==> src/rtl/dqx_pkg.sv <==
package dqx_pkg;
    localparam int unsigned PH_W      = 17;
    localparam int unsigned IDQ_W     = 18;
    localparam int unsigned K_W       = 19;
    localparam int unsigned K_FRAC    = 18;
    localparam int unsigned VDC_W     = 12;
    localparam int unsigned SW_N      = 3;
    localparam int unsigned VPROD_W   = 34;
    localparam int unsigned VDQ_W     = 22;
    localparam int unsigned VKEEP_LSB = 6;
    localparam int unsigned FACT_W    = 3;

    localparam logic [K_W-1:0] K_RSQRT3 = 19'h24F35;
    localparam logic [K_W-1:0] K_THIRD  = 19'h15555;

    typedef enum logic {
        ST_IDLE = 1'b0,
        ST_EVAL = 1'b1
    } dqx_state_e;
endpackage

==> src/rtl/dqx_current_xform.sv <==
module dqx_current_xform #(
    parameter int unsigned    IN_W   = dqx_pkg::PH_W,
    parameter int unsigned    OUT_W  = dqx_pkg::IDQ_W,
    parameter int unsigned    K_W    = dqx_pkg::K_W,
    parameter int unsigned    K_FRAC = dqx_pkg::K_FRAC,
    parameter logic [K_W-1:0] K      = dqx_pkg::K_RSQRT3
) (
    input  logic [IN_W-1:0]  ph_a,
    input  logic [IN_W-1:0]  ph_b,
    output logic [OUT_W-1:0] d_out,
    output logic [OUT_W-1:0] q_out
);
    localparam int unsigned SUM_W  = IN_W + 2;
    localparam int unsigned PROD_W = SUM_W + K_W;

    logic signed [SUM_W-1:0]  sum_ab;
    logic signed [PROD_W-1:0] prod;
    logic signed [PROD_W-1:0] sum_x;
    logic signed [PROD_W-1:0] k_x;

    always_comb begin
        sum_ab = $signed({{2{ph_a[IN_W-1]}}, ph_a})
               + $signed({ph_b[IN_W-1], ph_b, 1'b0});
        sum_x  = $signed({{(PROD_W-SUM_W){sum_ab[SUM_W-1]}}, sum_ab});
        k_x    = $signed({{(PROD_W-K_W){K[K_W-1]}}, K});
        prod   = sum_x * k_x;
        q_out  = OUT_W'(prod >>> K_FRAC);
        d_out  = {{(OUT_W-IN_W){ph_a[IN_W-1]}}, ph_a};
    end
endmodule

==> src/rtl/dqx_voltage_axis.sv <==
module dqx_voltage_axis #(
    parameter int unsigned    VDC_W    = dqx_pkg::VDC_W,
    parameter int unsigned    K_W      = dqx_pkg::K_W,
    parameter int unsigned    FACT_W   = dqx_pkg::FACT_W,
    parameter int unsigned    PROD_W   = dqx_pkg::VPROD_W,
    parameter int unsigned    OUT_W    = dqx_pkg::VDQ_W,
    parameter int unsigned    KEEP_LSB = dqx_pkg::VKEEP_LSB,
    parameter logic [K_W-1:0] K        = dqx_pkg::K_THIRD
) (
    input  logic [VDC_W-1:0]         vlink,
    input  logic signed [FACT_W-1:0] factor,
    output logic [OUT_W-1:0]         v_out
);
    logic signed [PROD_W-1:0] vlink_x;
    logic signed [PROD_W-1:0] k_x;
    logic signed [PROD_W-1:0] fact_x;
    logic signed [PROD_W-1:0] prod;

    always_comb begin
        vlink_x = $signed({{(PROD_W-VDC_W){1'b0}}, vlink});
        k_x     = $signed({{(PROD_W-K_W){K[K_W-1]}}, K});
        fact_x  = $signed({{(PROD_W-FACT_W){factor[FACT_W-1]}}, factor});
        prod    = vlink_x * k_x * fact_x;
        v_out   = OUT_W'(prod >>> KEEP_LSB);
    end
endmodule

==> src/rtl/dqx_frame_xform.sv <==
module dqx_frame_xform
    import dqx_pkg::*;
#(
    parameter int unsigned IN_W   = PH_W,
    parameter int unsigned IOUT_W = IDQ_W,
    parameter int unsigned V_W    = VDC_W,
    parameter int unsigned VOUT_W = VDQ_W
) (
    input  logic              clk,
    input  logic              rst_n,
    input  logic              sample_stb,
    input  logic [IN_W-1:0]   i_a,
    input  logic [IN_W-1:0]   i_b,
    input  logic [V_W-1:0]    vdc,
    input  logic [SW_N-1:0]   sw,
    output logic [IOUT_W-1:0] id_o,
    output logic [IOUT_W-1:0] iq_o,
    output logic [VOUT_W-1:0] vd_o,
    output logic [VOUT_W-1:0] vq_o
);
    localparam int unsigned AXES = 2;

    dqx_state_e state_q, state_d;

    logic [IN_W-1:0] ia_lat, ib_lat;
    logic [V_W-1:0]  vdc_lat;
    logic [SW_N-1:0] sw_lat;

    logic [IOUT_W-1:0] id_c, iq_c;
    logic signed [FACT_W-1:0] fact [AXES];
    logic [VOUT_W-1:0] v_c [AXES];

    always_comb begin
        state_d = state_q;
        unique case (state_q)
            ST_IDLE: if (sample_stb) state_d = ST_EVAL;
            ST_EVAL: state_d = ST_IDLE;
        endcase
    end

    always_ff @(posedge clk) begin
        if (!rst_n) state_q <= ST_IDLE;
        else        state_q <= state_d;
    end

    always_ff @(posedge clk) begin
        if (!rst_n) begin
            ia_lat  <= '0;
            ib_lat  <= '0;
            vdc_lat <= '0;
            sw_lat  <= '0;
        end else if (state_q == ST_IDLE && sample_stb) begin
            ia_lat  <= i_a;
            ib_lat  <= i_b;
            vdc_lat <= vdc;
            sw_lat  <= sw;
        end
    end

    always_comb begin
        fact[0] = $signed({1'b0, sw_lat[0], 1'b0})
                - $signed({2'b00, sw_lat[1]})
                - $signed({2'b00, sw_lat[2]});
        fact[1] = $signed({2'b00, sw_lat[1]})
                - $signed({2'b00, sw_lat[2]});
    end

    dqx_current_xform #(
        .IN_W  (IN_W),
        .OUT_W (IOUT_W),
        .K_W   (K_W),
        .K_FRAC(K_FRAC),
        .K     (K_RSQRT3)
    ) u_cur (
        .ph_a (ia_lat),
        .ph_b (ib_lat),
        .d_out(id_c),
        .q_out(iq_c)
    );

    for (genvar ax = 0; ax < AXES; ax++) begin : g_axis
        dqx_voltage_axis #(
            .VDC_W   (V_W),
            .K_W     (K_W),
            .FACT_W  (FACT_W),
            .PROD_W  (VPROD_W),
            .OUT_W   (VOUT_W),
            .KEEP_LSB(VKEEP_LSB),
            .K       ((ax == 0) ? K_THIRD : K_RSQRT3)
        ) u_vax (
            .vlink (vdc_lat),
            .factor(fact[ax]),
            .v_out (v_c[ax])
        );
    end

    always_ff @(posedge clk) begin
        if (!rst_n) begin
            id_o <= '0;
            iq_o <= '0;
            vd_o <= '0;
            vq_o <= '0;
        end else if (state_q == ST_EVAL) begin
            id_o <= id_c;
            iq_o <= iq_c;
            vd_o <= v_c[0];
            vq_o <= v_c[1];
        end
    end

    assert_stb_to_eval_R2: assert property (@(posedge clk) disable iff (!rst_n)
        (state_q == ST_IDLE && sample_stb) |=> (state_q == ST_EVAL));

    assert_eval_single_R8: assert property (@(posedge clk) disable iff (!rst_n)
        (state_q == ST_EVAL) |=> (state_q == ST_IDLE));

    assert_hold_outputs_R7: assert property (@(posedge clk) disable iff (!rst_n)
        (state_q != ST_EVAL) |=> ($stable(id_o) && $stable(iq_o)
                                  && $stable(vd_o) && $stable(vq_o)));

    assert_d_follows_a_R3: assert property (@(posedge clk) disable iff (!rst_n)
        (state_q == ST_EVAL) |=> ($signed(id_o) == $signed($past(ia_lat))));

    assert_vq_zero_R6: assert property (@(posedge clk) disable iff (!rst_n)
        (state_q == ST_EVAL && sw_lat[1] == sw_lat[2]) |=> (vq_o == '0));
endmodule

==> config.mk <==
export PLATFORM = sky130hd
export DESIGN_NAME = dqx_frame_xform
export DESIGN_NICKNAME = d
export VERILOG_FILES = /design/src/rtl/dqx_pkg.sv /design/src/rtl/dqx_current_xform.sv /design/src/rtl/dqx_voltage_axis.sv /design/src/rtl/dqx_frame_xform.sv
export SDC_FILE = /design/constraint.sdc
export NUM_CORES = 1
export LEC_CHECK = 0
export BUFFER_PORTS_ARGS = -buffer_cell sky130_fd_sc_hd__buf_2
export CAP_MARGIN = 20
export CORE_MARGIN = 2
export CORE_UTILIZATION = 33
export CTS_BUF_LIST = sky130_fd_sc_hd__clkbuf_4
export DETAILED_ROUTE_END_ITERATION = 10
export GPL_TIMING_DRIVEN = 0
export PLACE_DENSITY = 0.58
export RECOVER_POWER = 25
export SYNTH_ARGS = -nofsm -noshare
export SYNTH_HDL_FRONTEND = slang
export SYNTH_SLANG_ARGS = --single-unit
export TNS_END_PERCENT = 100
==> constraint.sdc <==
create_clock -name clk -period 14.94 [get_ports clk]
set_input_delay 2.988 -clock clk [delete_from_list [all_inputs] [get_ports clk]]
set_output_delay 2.988 -clock clk [all_outputs]
set_load 0.03 [all_outputs]
# Yosys cells after proc, flatten, opt, wreduce, memory -nomap -nowiden
# Index checks and enable logic that the tools add are counted.
[totals] register_bits=129 inputBits=52
[classes] addsub=4 n_mul=5 n_mux=2 bitwise=1 reduce_logical=1
[ops] cell="$mul 19x19->36 const B" count=1
[ops] cell="$mul 31x2->28" count=1
[ops] cell="$mul 12x18->30 const B" count=1
[ops] cell="$mul 30x3->28" count=1
[ops] cell="$mul 12x17->29 const B" count=1
[ops] cell="$add 17x18->19" count=1
[ops] cell="$sub 2x1->3" count=1
[ops] cell="$sub 3x2->3" count=1
[ops] cell="$pmux 1 s2" count=1
[ops] cell="$sub 1x1->2" count=1
[ops] cell="$logic_and 1x1->1" count=1
[ops] cell="$mux 1" count=1
[ops] cell="$not 1->1" count=1

# Logic depth before layout (Yosys ltp)
# Gate-level depths: netlist of the first run.
[depth] depth_word=3 ltp_mapped=34

# By module
# Synthesis of the first run repeated with hierarchy kept, for this count alone.
[hier_totals] hier_cells=2691 hier_area_um2=23989.3
[modules_own_cells] module="dqx_current_xform" n_inst=1 cells_each=933 area_per_inst_um2=8045.2 seq_area_each_um2=0.0
[modules_own_cells] module="dqx_voltage_axis at g_axis[1].u_vax" n_inst=1 cells_each=694 area_per_inst_um2=6030.8 seq_area_each_um2=0.0
[modules_own_cells] module="dqx_frame_xform" n_inst=1 cells_each=483 area_per_inst_um2=5064.9 seq_area_each_um2=2602.5
[modules_own_cells] module="dqx_voltage_axis at g_axis[0].u_vax" n_inst=1 cells_each=581 area_per_inst_um2=4848.4 seq_area_each_um2=0.0

# Least setup slack after synthesis of the first run
# OpenSTA, ideal clock, no wires.
[synth_timing] kind="register to register" start="register ia_lat[1]" end="register iq_o[17]" t_arrival_ns=7.767 required_time_ns=14.862 path_slack_ns=7.095 stages_incl_launch_ff=30 path_buffers=0 path_cell_list="dfxtp_1 > ha_1 > fa_1 > a21oi_1 > o211ai_1 > a311oi_1 > nor3_1 > or4_1 > a21oi_1 > xnor2_1 > ha_1 > fa_1 > fa_1 > inv_1 > fa_1 > inv_1 > fa_1 > inv_1 > fa_1 > inv_1 > ha_1 > a211oi_1 > nand2_1 > o41ai_2 > o21ai_1 > o31a_1 > a31o_1 > xor3_1 > and3_1 > nor3_1"
[synth_between] elab_chain_cells=2
[synth_lines] item="start: declaration" line_no="dqx_frame_xform.sv:25" source="logic [IN_W-1:0] ia_lat, ib_lat;"
[synth_lines] item="start signal: assignment" line_no="dqx_frame_xform.sv:53" source="ia_lat <= i_a;"
[synth_lines] item="$add 17x18->19" line_no="dqx_current_xform.sv:23" source="+ $signed({ph_b[IN_W-1], ph_b, 1'b0});"
[synth_lines] item="$mul 19x19->36" line_no="dqx_current_xform.sv:26" source="prod = sum_x * k_x;"
[synth_lines] item="end signal: assignment" line_no="dqx_frame_xform.sv:105" source="iq_o <= iq_c;"
[synth_lines] item="end: declaration" line_no="dqx_frame_xform.sv:17" source="output logic [IOUT_W-1:0] iq_o,"
# Every way passes these cells.
# A chain may end at the register's enable or synchronous reset.

# Worst setup path after layout of the first run
# Ends and elaborated chain as after synthesis.

==> results.sh, run 1 <==
export IMPL_path_buf_inv=4
export IMPL_cp_common_cell="fa_1"
export IMPL_grt_max_degree=17
export IMPL_rsz0062_at_grt="no"
export IMPL_end_kind="register"
export IMPL_worstSetupPathType="register to register"
export IMPL_cts_htree_levels=4
export IMPL_grt_pass1_wl_um=89000
export IMPL_cts_buffer_depth=2
export IMPL_min_period_ns=9.09
export IMPL_synth_edf_count=0
export IMPL_synthFlopType="dfxtp_1"
export IMPL_worstPathMaxFanout=8
export IMPL_ys_ff_latch=129
export IMPL_drc=0
export IMPL_use_met2_pct=28.7
export IMPL_antenna_found_initial=3
export IMPL_clk_latency_ns=0.71
export IMPL_synthArstFlopShare_pct=0
export IMPL_synth_cells=2460
export IMPL_finalSetupTns_ns=0
export IMPL_grt_pass1_vias=16500
export IMPL_critPathSlowestCell="fa_1"
export IMPL_rows=93
export IMPL_ios=132
export IMPL_clkTransAtPathRegs_ns=0.14
export IMPL_arrival_ns=9.73
export IMPL_die_area_sq_um=67300
export IMPL_postLayoutCoreUtil_pct=36.5
export IMPL_hp_class="register to register"
export IMPL_syn_nets=3167
export IMPL_cts_tree="built"
export IMPL_die_height_um=259
export IMPL_setup_viol=0
export IMPL_fmax_mhz=110
export IMPL_overflow=0
export IMPL_timing_final_ws_setup_ns=5.85
export IMPL_leakage_nw=12.6
export IMPL_portBuffers=130
export IMPL_worstSetupStartpointType="register"
export IMPL_cts_hold_buf=0
export IMPL_coreArea_sq_um=64500
export IMPL_vias=16300
export IMPL_fp_dieW_um=259
export IMPL_postSynthAreaPerCell_sq_um=8.75
export IMPL_outcome="completed"
export IMPL_r2r_start="ia_lat[1]$_SDFFE_PN0P_"
export IMPL_ys_seq_area_share_pct=12.0
export IMPL_p_per_area_nw_per_um2=191
export IMPL_numCtsBuffers=17
export IMPL_synthesis_area_sq_um=21500
export IMPL_cp_slowest_stage_delay_ns=0.52
export IMPL_yosysWarnings=0
export IMPL_numClockSinks=129
export IMPL_cts_root_buffer="clkbuf_4"
export IMPL_required_ns=15.58
export IMPL_critical_path_top_delay_family="adder cells"
export IMPL_place_area_sq_um=23200
export IMPL_place_worst_setup_slack_ns=5.79
export IMPL_syn_to_final_growth_pct=9.30
export IMPL_top_usage_layer="met2"
export IMPL_fill_cells=6805
export IMPL_ant_nets=0
export IMPL_period_share_pct=60.9
export IMPL_place_congestion=0.898
export IMPL_grt_use_met3_pct=3.55
export IMPL_drive_above_1_share_pct=6.52
export IMPL_final_cell_area_sq_um=23500
export IMPL_maxCapViolations=0
export IMPL_initial_core_util_pct=33.4
export IMPL_grt_util_all_layers_pct=17.2
export IMPL_hpwl_um=48800
export IMPL_drv_slew=0
export IMPL_fin_skew_ns=0.0390
export IMPL_use_met1_pct=22.3
export IMPL_crit_start="ia_lat[1]$_SDFFE_PN0P_"
export IMPL_min_from="vq_o[21]$_SDFFE_PN0P_"
export IMPL_avgRoutedWirePerCell_um=16.2
export IMPL_finalHoldViolCount=0
export IMPL_final_cell_mix="inv_1 (470), ha_1 (408), fa_1 (247), nand2_1 (190), nor2_1 (166)"
export IMPL_nets=3316
export IMPL_max_slew_margin_pct=21.5
export IMPL_r2r_setup_slack_ns=5.85
export IMPL_postCtsSetupBuffers=0
export IMPL_layout_commonest_cell="inv_1"
export IMPL_wl_um=56500
export IMPL_ys_types=75
export IMPL_dr_pass1_iters=5
export IMPL_vdd_ir_drop_max_uv=206
export IMPL_drtIter0Drc=789
export IMPL_cts_resized=0
export IMPL_vias_per_cell=4.70
export IMPL_worst_pin_slew_ns=1.18
-- cells in the mapped netlist (6+ instances only) --
library cell,number,area [sq um]
o21bai_1,15,113
nand2b_1,43,269
buf_1,8,30.0
xnor2_1,87,762
a21o_1,46,345
clkbuf_1,50,188
nand3_1,22,110
and3_1,11,68.8
mux2i_1,49,490
nor2_1,166,623
nand2_1,190,713
or2_2,17,106
a21boi_0,7,52.6
ha_1,408,5100
o21ai_0,56,280
nor2b_1,30,188
a21oi_1,147,736
a211oi_1,15,113
xor2_1,49,429
o21a_1,22,165
nor3_1,29,145
nand4_1,12,75.1
a31oi_1,7,43.8
and2_1,36,225
a211o_1,6,52.6
o211ai_1,7,52.6
dfxtp_1,129,2580
inv_1,470,1760
fa_1,247,4940
-- final timing paths --
path                           end  depth (start not counted)
max reg2reg  iq_o[17]$_SDFFE_PN0P_                         29
min reg2reg  vq_o[21]$_SDFFE_PN0P_                          2
min          vq_o[21]$_SDFFE_PN0P_                          2
max          iq_o[17]$_SDFFE_PN0P_                         29
-- worst register-to-register path: cells and delay by family (launching register included) --
| family | cells | cell delay [ns] |
|---|---|---|
| buf+inv | 4 | 0.22 |
| simple gates | 5 | 0.99 |
| fa+ha+maj | 9 | 4.02 |
| compound gates | 9 | 2.68 |
| flops | 1 | 0.39 |
| xor+xnor | 2 | 0.76 |
-- flip-flops by register name, indices dropped and copies added (netlist names) --
name	cells
ia_lat	17
vdc_lat	12
id_o	17
state_q	1
vd_o	22
vq_o	22
sw_lat	3
iq_o	18
ib_lat	17
-- metal layers --
layer | wire, um | up-vias
li1 | - | 8276
met1 | 26200 | 7725
met2 | 26100 | 290
met3 | 2860 | 53
met4 | 1380 | 0
met5 | 0 | -
-- cell type report --
class	count	area, sq um	share of cell area [%]
Clock buffer	19	143	0.606
Sequential cell	129	2580	11.0
Multi-Input combinational cell	1797	16900	71.9
Clock inverter	12	160	0.681
Antenna cell	4	10.0	0.0426
Timing Repair Buffer	130	618	2.63
Inverter	471	1770	7.52
Buffer	63	254	1.08
Tap cell	855	1070	4.55
-- cells by family (layout without fill, tap and decap cells) --
family                     count (synthesis)  after routing  share of synthesized area [%]
DFF                                      129            129                           12.0
and+or+nand+nor                          576            576                           12.5
other                                      0              4                              0
AOI/OAI and AO/OA                        377            377                           11.3
muxes                                     50             50                           2.33
xor gates and xnor gates                 139            139                           5.85
buffers and inverters                    534            695                           9.39
adders and majority gates                655            655                           46.7
-- power by group --
part / internal (mW) / switching, mW / total (mW)
logic: 1.56 / 2.23 / 3.79
clock network: 0.120 / 0.158 / 0.278
registers: 0.380 / 0.0329 / 0.413
total: 2.06 / 2.42 / 4.48
-- stage by stage --
| stage | std cells | hold WS (ns) | power (mW) |
|---|---|---|---|
| finish | 3480 | 0.453 | 4.48 |
| global route | 3480 | 0.494 | 5.07 |
| CTS | 3476 | 0.456 | 4.53 |
| detailed placement | 3445 | 0.438 | 4.22 |
| global placement | 3445 | 0.433 | 4.20 |
| floorplan | 2460 | 0.436 | 3.33 |
Power figures use the tool's default switching activity.
==> inputs of run 2 (changes only) <==
PLACE_DENSITY = 0.59   (was 0.58)
clock period = 7.8 ns   (was 14.94 ns; I/O delays follow)
==> run 2 against run 1 <==
Net effect:
- count of clock-buffer cells in the layout is 1 lower
- cell area up 4.8%
- wire length rose by 0.98%
- largest cell class unchanged
- highest routed layer unchanged
==> results.sh, run 2 (synthesis results as in run 1) <==
export IMPL_dr_pass1_iters=7
export IMPL_clk_latency_ns=0.76
export IMPL_drv_slew=0
export IMPL_clkTransAtPathRegs_ns=0.16
export IMPL_outcome="completed"
export IMPL_r2r_start="ia_lat[1]$_SDFFE_PN0P_"
export IMPL_grt_util_all_layers_pct=17.3
export IMPL_worstSetupPathType="register to register"
export IMPL_vias=16600
export IMPL_hp_class="register to register"
export IMPL_cts_root_buffer="clkbuf_4"
export IMPL_highest_layer="met4"
export IMPL_rsz0062_at_grt="yes"
export IMPL_ant_nets=0
export IMPL_portBuffers=130
export IMPL_period_share_pct=99.3
export IMPL_grt_pass1_wl_um=89600
export IMPL_max_slew_margin_pct=25.4
export IMPL_place_congestion=0.880
export IMPL_wl_um=57100
export IMPL_final_cell_area_sq_um=24700
export IMPL_end_kind="register"
export IMPL_finalHoldViolCount=0
export IMPL_die_area_sq_um=67300
export IMPL_cts_tree="built"
export IMPL_overflow=0
export IMPL_avgRoutedWirePerCell_um=16.2
export IMPL_critPathSlowestCell="fa_1"
export IMPL_fin_skew_ns=0.0712
export IMPL_vdd_ir_drop_max_uv=455
export IMPL_fp_dieW_um=259
export IMPL_maxCapViolations=0
export IMPL_required_ns=8.44
export IMPL_numClockSinks=129
export IMPL_worstPathMaxFanout=4
export IMPL_min_period_ns=7.75
export IMPL_cp_slowest_stage_delay_ns=0.53
export IMPL_fmax_mhz=129
export IMPL_p_per_area_nw_per_um2=392
export IMPL_hold_ws_ns=0.454
export IMPL_drc=0
export IMPL_vias_per_cell=4.72
export IMPL_numCtsBuffers=17
export IMPL_cts_htree_levels=4
export IMPL_min_from="vq_o[21]$_SDFFE_PN0P_"
export IMPL_ios=132
export IMPL_antenna_found_initial=3
export IMPL_final_cell_mix="inv_1 (468), ha_1 (381), fa_1 (245), nand2_1 (189), nor2_1 (166)"
export IMPL_fill_cells=6649
export IMPL_register_area_sq_um=2620
export IMPL_reg2reg_to="iq_o[17]$_SDFFE_PN0P_"
export IMPL_met2_length_um=26900
export IMPL_coreArea_sq_um=64500
export IMPL_drive_above_1_share_pct=12.6
export IMPL_place_worst_setup_slack_ns=-1.20
export IMPL_layout_commonest_cell="inv_1"
export IMPL_cts_buffer_depth=2
export IMPL_rows=93
export IMPL_syn_to_final_growth_pct=14.5
export IMPL_grt_max_degree=23
export IMPL_nets=3361
export IMPL_arrival_ns=8.39
export IMPL_place_area_sq_um=23300
export IMPL_wl_met3_um=2860
export IMPL_m1WireLength_um=25700
export IMPL_multi_input_area_sq_um=17600
export IMPL_reg2regPathDepth=31
export IMPL_worst_pin_slew_ns=1.12
export IMPL_reg_top3="vd_o: 22 flops, vq_o: 22 flops, iq_o: 18 flops"
export IMPL_die_height_um=259
export IMPL_r2r_setup_slack_ns=0.05
export IMPL_setup_viol=0
export IMPL_timing_final_ws_setup_ns=0.0508
export IMPL_hold_depth=2
export IMPL_drtIter0Drc=747
export IMPL_leakage_nw=13.0
export IMPL_grt_pass1_vias=16700
export IMPL_hpwl_um=48200
export IMPL_min_to="vq_o[21]$_SDFFE_PN0P_"
export IMPL_initial_core_util_pct=33.4
export IMPL_worstSetupStartpointType="register"
[run 2: per-stage QoR]
stage / cells / utilization [%] / total power, mW / TNS [ns]
2_1_floorplan: 2460 / - / 6.39 / 0
3_3_place_gp: 3445 / 36.1 / 8.01 / -8.71
3_5_place_dp: 3445 / 36.1 / 8.06 / -8.80
4_1_cts: 3499 / 37.4 / 9.04 / 0
5_1_grt: 3527 / 38.2 / 10.9 / -0.642
6_report: 3528 / 38.2 / 9.66 / 0
[run 2: worst max-delay path by stage]
stage,start,end,cells after the start
3_5_place_dp,ia_lat[1]$_SDFFE_PN0P_,iq_o[17]$_SDFFE_PN0P_,29
5_1_grt,ia_lat[1]$_SDFFE_PN0P_,iq_o[17]$_SDFFE_PN0P_,31
4_1_cts,vdc_lat[6]$_SDFFE_PN0P_,vd_o[21]$_SDFFE_PN0P_,31
2_1_floorplan,ia_lat[1]$_SDFFE_PN0P_,iq_o[17]$_SDFFE_PN0P_,29
3_3_place_gp,ia_lat[1]$_SDFFE_PN0P_,iq_o[17]$_SDFFE_PN0P_,29
6_report,ia_lat[1]$_SDFFE_PN0P_,iq_o[17]$_SDFFE_PN0P_,31
[run 2: what timing repair did]
item                                   4_1_cts  5_1_grt
setup endpoints to repair                   18       12
endpoints found under the hold margin        0        0
hold buffers                                 0        0
pin swaps                                   21       48
gates resized for setup                     78       66
buffers inserted                            23       25
[run 2: final cells by class]
class                   count  area share [%]
flip-flops and latches    129            10.6
clock inverters            14           0.589
plain buffers              62            1.04
diodes                      6          0.0609
clock buffers              18           0.548
well taps                 855            4.34
multi-input cells        1797            71.6
inverters                 471            7.19
repair buffers            176            4.01
[run 2: metal layers]
layer,up-vias,global-route usage [%]
met4,0,5.40
met1,7932,21.7
met5,-,0
li1,8364,-
met3,68,4.14
met2,285,29.1
[run 2: worst max-delay path: cells and delay by family (launching register included)]
family	cells	cell delay, ns
buffers and inverters	5	0.37
AOI/OAI and AO/OA	10	2.23
adders and majority gates	9	3.40
and+or+nand+nor	5	0.90
xor gates and xnor gates	2	0.40
DFF	1	0.38
[run 2: power by group]
part / switching, mW / total (mW) / internal [mW]
logic: 4.68 / 8.36 / 3.68
clock network: 0.348 / 0.522 / 0.173
registers: 0.0513 / 0.778 / 0.727
